**src/rtl/wdog_twokey.sv**
```systemverilog
module wdog_twokey #(
  parameter int unsigned TIMEOUT_CYCLES = 1000000,
  parameter int unsigned PULSE_CYCLES   = 16,
  parameter logic [3:0]  KEY_A_ADDR     = 4'hC,
  parameter logic [3:0]  KEY_B_ADDR     = 4'hD,
  parameter logic [7:0]  KEY_A_VAL      = 8'h55,
  parameter logic [7:0]  KEY_B_VAL      = 8'hAA
) (
  input  logic       clk,
  input  logic       rst,
  input  logic       bus_cs,
  input  logic       bus_we,
  input  logic [3:0] bus_addr,
  input  logic [7:0] bus_wdata,
  output logic [7:0] bus_rdata,
  input  logic       hold_off,
  output logic       wd_rst_o
);
  localparam int CW = (TIMEOUT_CYCLES > 2) ? $clog2(TIMEOUT_CYCLES) : 1;
  localparam int PW = (PULSE_CYCLES > 2) ? $clog2(PULSE_CYCLES) : 1;
  localparam logic [CW-1:0] CNT_FULL   = CW'(TIMEOUT_CYCLES - 1);
  localparam logic [PW-1:0] PULSE_LAST = PW'(PULSE_CYCLES - 1);

  logic          armed_q;
  logic [CW-1:0] cnt_q;
  logic [PW-1:0] pcnt_q;

  wire wr      = bus_cs & bus_we;
  wire hit_a   = wr && (bus_addr == KEY_A_ADDR);
  wire hit_b   = wr && (bus_addr == KEY_B_ADDR);
  wire refresh = hit_b && (bus_wdata == KEY_B_VAL) && armed_q;

  assign bus_rdata = '0;

  always_ff @(posedge clk) begin
    if (rst)        armed_q <= 1'b0;
    else if (hit_a) armed_q <= (bus_wdata == KEY_A_VAL);
    else if (hit_b) armed_q <= 1'b0;
  end

  always_ff @(posedge clk) begin
    if (rst || hold_off) begin
      cnt_q    <= CNT_FULL;
      pcnt_q   <= '0;
      wd_rst_o <= 1'b0;
    end else if (wd_rst_o) begin
      if (pcnt_q == '0) begin
        wd_rst_o <= 1'b0;
        cnt_q    <= CNT_FULL;
      end else begin
        pcnt_q <= pcnt_q - 1'b1;
      end
    end else if (refresh) begin
      cnt_q <= CNT_FULL;
    end else if (cnt_q == '0) begin
      wd_rst_o <= 1'b1;
      pcnt_q   <= PULSE_LAST;
    end else begin
      cnt_q <= cnt_q - 1'b1;
    end
  end


  reload_chk: assert property (@(posedge clk) disable iff (rst)
    (refresh && !hold_off && !wd_rst_o) |=> (cnt_q == CNT_FULL && !wd_rst_o));

  seq_clear_chk: assert property (@(posedge clk) disable iff (rst)
    ((hit_a && bus_wdata != KEY_A_VAL) || hit_b) |=> !armed_q);

  rise_cause_chk: assert property (@(posedge clk) disable iff (rst)
    $rose(wd_rst_o) |-> $past(!hold_off && !refresh));

  pulse_hold_chk: assert property (@(posedge clk) disable iff (rst)
    (wd_rst_o && !hold_off && pcnt_q != '0) |=> wd_rst_o);

  hold_off_chk: assert property (@(posedge clk) disable iff (rst)
    hold_off |=> (!wd_rst_o && cnt_q == CNT_FULL));
endmodule

```
**config.mk**
```make
export PLATFORM = sky130hd
export DESIGN_NAME = wdog_twokey
export DESIGN_NICKNAME = d
export VERILOG_FILES = /design/src/rtl/wdog_twokey.sv
export SDC_FILE = /design/constraint.sdc
export NUM_CORES = 1
export LEC_CHECK = 0
export ABC_AREA = 1
export CORE_ASPECT_RATIO = 1.4
export CORE_UTILIZATION = 50
export DETAILED_ROUTE_END_ITERATION = 8
export DONT_BUFFER_PORTS = 1
export PLACE_DENSITY_LB_ADDON = 0.12
export SETUP_SLACK_MARGIN = 0.1
export SYNTH_ARGS = -nofsm -noshare
export SYNTH_HDL_FRONTEND = slang
export SYNTH_SLANG_ARGS = --single-unit
export TNS_END_PERCENT = 1
```
**constraint.sdc**
```tcl
create_clock -name clk -period 2.5 [get_ports clk]
set_input_delay 0.5 -clock clk [delete_from_list [all_inputs] [get_ports clk]]
set_output_delay 0.5 -clock clk [all_outputs]
set_load 0.05 [all_outputs]
```
After elaboration in Yosys (flattened, before gate mapping)
Cells that the tools add are included.
- register bits after elaboration: 26
- input port bits: 17
- output and inout bits: 9
- word-level logic and storage cells: 40
- add/sub/neg operators: 2
- equal/unequal tests: 8
- multiplexer cells: 14
- bitwise operators: 1
- reduce and logical (&&, ||, !) cells: 11
- operators with widths (kind ; number):
    $mux 20 ; 4
    $logic_not 20->1 ; 1
    $sub 20x1->20 const B ; 1
    $mux 4 ; 4
    $eq 4x4->1 const B ; 2
    $eq 8x7->1 const B ; 1
    $eq 8x8->1 const B ; 1
    $mux 1 ; 6
    $logic_and 1x1->1 ; 4
    $logic_not 4->1 ; 1
    $ne 2x2->1 const B ; 2
    $reduce_bool 2->1 ; 2
    $sub 4x1->4 const B ; 1
    $ne 3x3->1 const B ; 1
    $reduce_and 3->1 ; 1
    $ne 2x1->1 const B ; 1
    $reduce_and 2->1 ; 1
    $and 1x1->1 ; 1
    $logic_or 1x1->1 ; 1

Depth between registers and ports, before layout
- word-level depth: 6
- mapped depth: 14
- depth with buffers taken out: 13

Least setup slack after synthesis
Ideal clock, no wire load.
- path kind: register -> register
- start: reg wd_rst_o
- end: reg cnt_q[12]
- setup time: 0.109 ns
- arrival time: 1.526 ns
- data required time: 2.391 ns
- setup slack: 0.865 ns
- cell stages (with the launch flop): 9
- buffers on the path: 1
- clock period less this slack: 1.635 ns
- path through: dfxtp_1 inv_1 nand4_4 nand2_4 buf_6 nand3_1 nand2_1 nand2_1 inv_1
- cells in the longest elaborated chain, start to end: 2
- ends and longest elaborated chain (element ; RTL line ; source):
    from (decl) ; 17 ; output logic wd_rst_o
    from (signal assigned) ; 45 ; wd_rst_o <= 1'b0;
    from (signal assigned) ; 48 ; wd_rst_o <= 1'b0;
    from (signal assigned) ; 56 ; wd_rst_o <= 1'b1;
    $ne 3x3->1 (no source line) or $ne 2x1->1 (tied branches) ; -- ;
    $reduce_and 2->1 (no source line) ; -- ;
    to (signal assigned) ; 59 ; cnt_q <= cnt_q - 1'b1;
    to (decl) ; 25 ; logic [CW-1:0] cnt_q;
Several ways; a longest one is shown, not always the timed one.
A chain may end at the register's enable or synchronous reset.

Worst setup path after layout
- start: reg cnt_q[1]
- end: reg cnt_q[19]
- cells in the longest elaborated chain, start to end: 4
- ends and longest elaborated chain (element ; RTL line ; source):
    $sub 20x1->20 ; 59 ;
    $mux 20 ; 55 ; end else if (cnt_q == '0) begin
    $mux 20 ; 53 ; end else if (refresh) begin
    $mux 20 ; 46 ; end else if (wd_rst_o) begin
Several ways; a longest one is shown, not always the timed one. The select of a mux whose other input is x is not followed.

==> impl_metrics.py <==
metrics = {
    "route": {
        "drt_pass1_iterations": 4,
        "wirelength_um": 3730,
        "drtIter0Drc": 58,
        "antenna_left": 0,
        "route.detailed.drc": 0,
        "route.detailed.wl_per_inst_um": 11.4,
        "via_per_inst": 5.03,
        "via_count": 1644,
    },
    "floorplanning": {
        "dieArea_um2": 3800,
        "placementRows": 25,
        "core-area_um2": 3380,
        "io_pins": 26,
        "die-height_um": 72.5,
        "initial_core_util_pct": 52.6,
        "die_x_um": 52.4,
    },
    "yosys": {
        "synth_top_cell_area_share_pct": 29.3,
        "syn_inst": 285,
        "ys_top_cells_by_area": "dfxtp_1 29%, nand2_1 16%, nor2_1 9.5%, nand3_1 9.0%, inv_1 8.5%",
        "synth_area_um2": 1780,
        "yosysTopAreaCell": "dfxtp_1",
        "synth_common_cells": "76 x nand2_1, 45 x nor2_1, 40 x inv_1",
        "ys.flop_type": "dfxtp_1",
        "synth.distinct_cells": 28,
        "yosys_register_bits": 26,
        "synth_edf_count": 0,
        "yosys.cell_count.top_type": "nand2_1",
        "avgSynthCellArea_um2": 6.23,
        "synthesis.yosys.warnings": 0,
        "ys_seq_area_share_pct": 29.3,
        "async_flop_share_pct": 0,
    },
    "clocking": {
        "cts_buffers": 3,
        "cts_resized": 0,
        "clock_path_buffers": 2,
        "cts.clk_slew.worst_paths_ns": 0.09,
        "clk_latency_ns": 0.27,
        "clock-sinks": 26,
        "htree_levels": 1,
        "cts_root_buf": "clkbuf_8",
        "cts_hold_buf": 0,
        "cts_tree": "done",
        "postCtsSetupBuffers": 0,
    },
    "run_status": {
        "status": "finished, final reports clean",
    },
    "sta": {
        "rsz0062_at_grt": "false",
        "fin_crit_sh_pct": 70.0,
        "fmax_mhz": 572,
        "clock_skew_ns": 0.00486,
        "setup_tns_ns": 0,
        "hold_viol": 0,
        "final_max_slew_viol_count": 0,
        "setup_viol_count_final": 0,
        "period_needed_ns": 1.75,
    },
    "power_and_ir_drop": {
        "irDropWorstVdd_mv": 0.313,
        "pwr_density_cell_nw_per_um2": 434,
        "leakage_nw": 0.815,
    },
    "global_routing": {
        "grt_pass1_wl_um": 6020,
        "grt_max_degree": 27,
        "antenna_found_initial": 0,
        "gr-usage-all-layers_pct": 20.8,
        "grt_pass1_vias": 1406,
        "grt_overflow": 0,
    },
    "finish": {
        "drive_gt1_share_pct": 7.32,
        "finalNetCount": 309,
        "finish.utilization_pct": 54.3,
        "area_delta_synth_final_pct": 3.17,
        "antennaDiodeCount": 0,
    },
    "worst_setup_path": {
        "cp_num_buf_inv": 3,
        "critPathMaxStageDelay_ns": 0.30,
        "crit_family": "simple AND/OR/NAND/NOR gates",
        "critPathLaunchType": "register",
        "cp_max_fo": 26,
        "worstSetupPathType": "register to register",
        "crit_required_ns": 2.67,
        "cp_slowest_cell": "dfxtp_1",
        "ff2ff_path_depth": 13,
        "cp.depth": 13,
        "path_cells": "inv_1 -> ha_1 -> inv_1 -> nor2_1 -> nand2_1 -> nor2_1 -> nand3_2 -> nand2_4 -> nand2_4 -> nor2_4 -> nand2_1 -> o21ai_1 -> inv_2",
        "worstPathArrival_ns": 1.92,
        "end_kind": "register",
    },
    "hold_path": {
        "min_delay_path_depth": 1,
        "hold_class": "primary input to register",
    },
    "place": {
        "portBuffers": 0,
        "gp_congestion": 0.825,
        "place_hpwl_um": 2990,
    },
    "run": {
        "cap_violations": 0,
    },
}
-- worst register-to-register path, cell delays in order (launching register included) --
cell,delay (ns)
dfxtp_1,0.30
inv_1,0.13
ha_1,0.16
inv_1,0.03
nor2_1,0.07
nand2_1,0.06
nor2_1,0.11
nand3_2,0.10
nand2_4,0.12
nand2_4,0.20
nor2_4,0.20
nand2_1,0.07
o21ai_1,0.09
inv_2,0.04
-- metal layers --
metal  share of wire (%)  global-route usage (%)
met1                  44                    24.0
met2                  52                    39.8
met3                 3.2                    1.89
met4                0.72                    4.39
met5                   0                       0
-- stage by stage --
stage | hold WS (ns) | total power [mW] | std cells | worst slack (ns) | instance area, um2
3_5_place_dp | 0.467 | 0.538 | 323 | 0.627 | 1780
3_3_place_gp | 0.469 | 0.537 | 323 | 0.682 | 1780
4_1_cts | 0.301 | 0.805 | 327 | 0.749 | 1830
2_1_floorplan | 0.445 | 0.535 | 292 | 0.865 | 1800
6_report | 0.300 | 0.795 | 327 | 0.750 | 1830
5_1_grt | 0.296 | 0.834 | 327 | 0.572 | 1830
-- cells in the final DEF (no fill, tap or decap) --
| cell | n |
|---|---|
| a211oi_2 | 1 |
| a21oi_1 | 9 |
| buf_4 | 1 |
| clkbuf_8 | 4 |
| conb_1 | 8 |
| dfxtp_1 | 26 |
| ha_1 | 4 |
| inv_1 | 40 |
| inv_2 | 2 |
| nand2_1 | 76 |
| nand2_4 | 2 |
| nand3_1 | 32 |
| nand3_2 | 1 |
| nand3b_1 | 3 |
| nand4_1 | 5 |
| nand4_4 | 1 |
| nor2_1 | 45 |
| nor2_2 | 6 |
| nor2_4 | 1 |
| nor3_1 | 3 |
| nor4_1 | 3 |
| o211ai_2 | 1 |
| o21a_1 | 3 |
| o21ai_0 | 4 |
| o21ai_1 | 1 |
| o31ai_1 | 1 |
| or2_2 | 1 |
| xor2_1 | 3 |
-- final cells by class --
| type | count | area, um2 |
|---|---|---|
| Timing Repair Buffer | 1 | 7.51 |
| Sequential cell | 26 | 520 |
| Inverter | 42 | 158 |
| Multi-Input combinational cell | 214 | 1040 |
| Clock buffer | 4 | 55.1 |
| Fill cell | 368 | 1550 |
| Tap cell | 40 | 50.0 |
-- worst paths after layout --
path | start | end | slack (ns)
max reg2reg | cnt_q[1] | cnt_q[19] | 0.75
max | cnt_q[1] | cnt_q[19] | 0.75
min | rst | armed_q | 0.30
min reg2reg | cnt_q[14] | cnt_q[14] | 0.48
-- state kept, by name (all words and copies together) (netlist names) --
| name | cells |
|---|---|
| armed_q | 1 |
| cnt_q | 20 |
| pcnt_q | 4 |
| wd_rst_o | 1 |
-- kinds of logic after synthesis --
kind of cell | after synthesis | share of synthesized area, %
xor gates and xnor gates | 3 | 1.48
AOI/OAI and AO/OA | 20 | 7.04
adders and majority gates | 4 | 2.82
buffers and inverters | 52 | 13.5
other | 1 | 0.211
and+or+nand+nor | 179 | 45.6
DFF | 26 | 29.3
-- power breakdown --
| group | internal (mW) | switching, mW |
|---|---|---|
| Combinational | 0.0226 | 0.0734 |
| Clock | 0.141 | 0.127 |
| Sequential | 0.426 | 0.00605 |
(Power assumes the default switching activity.)
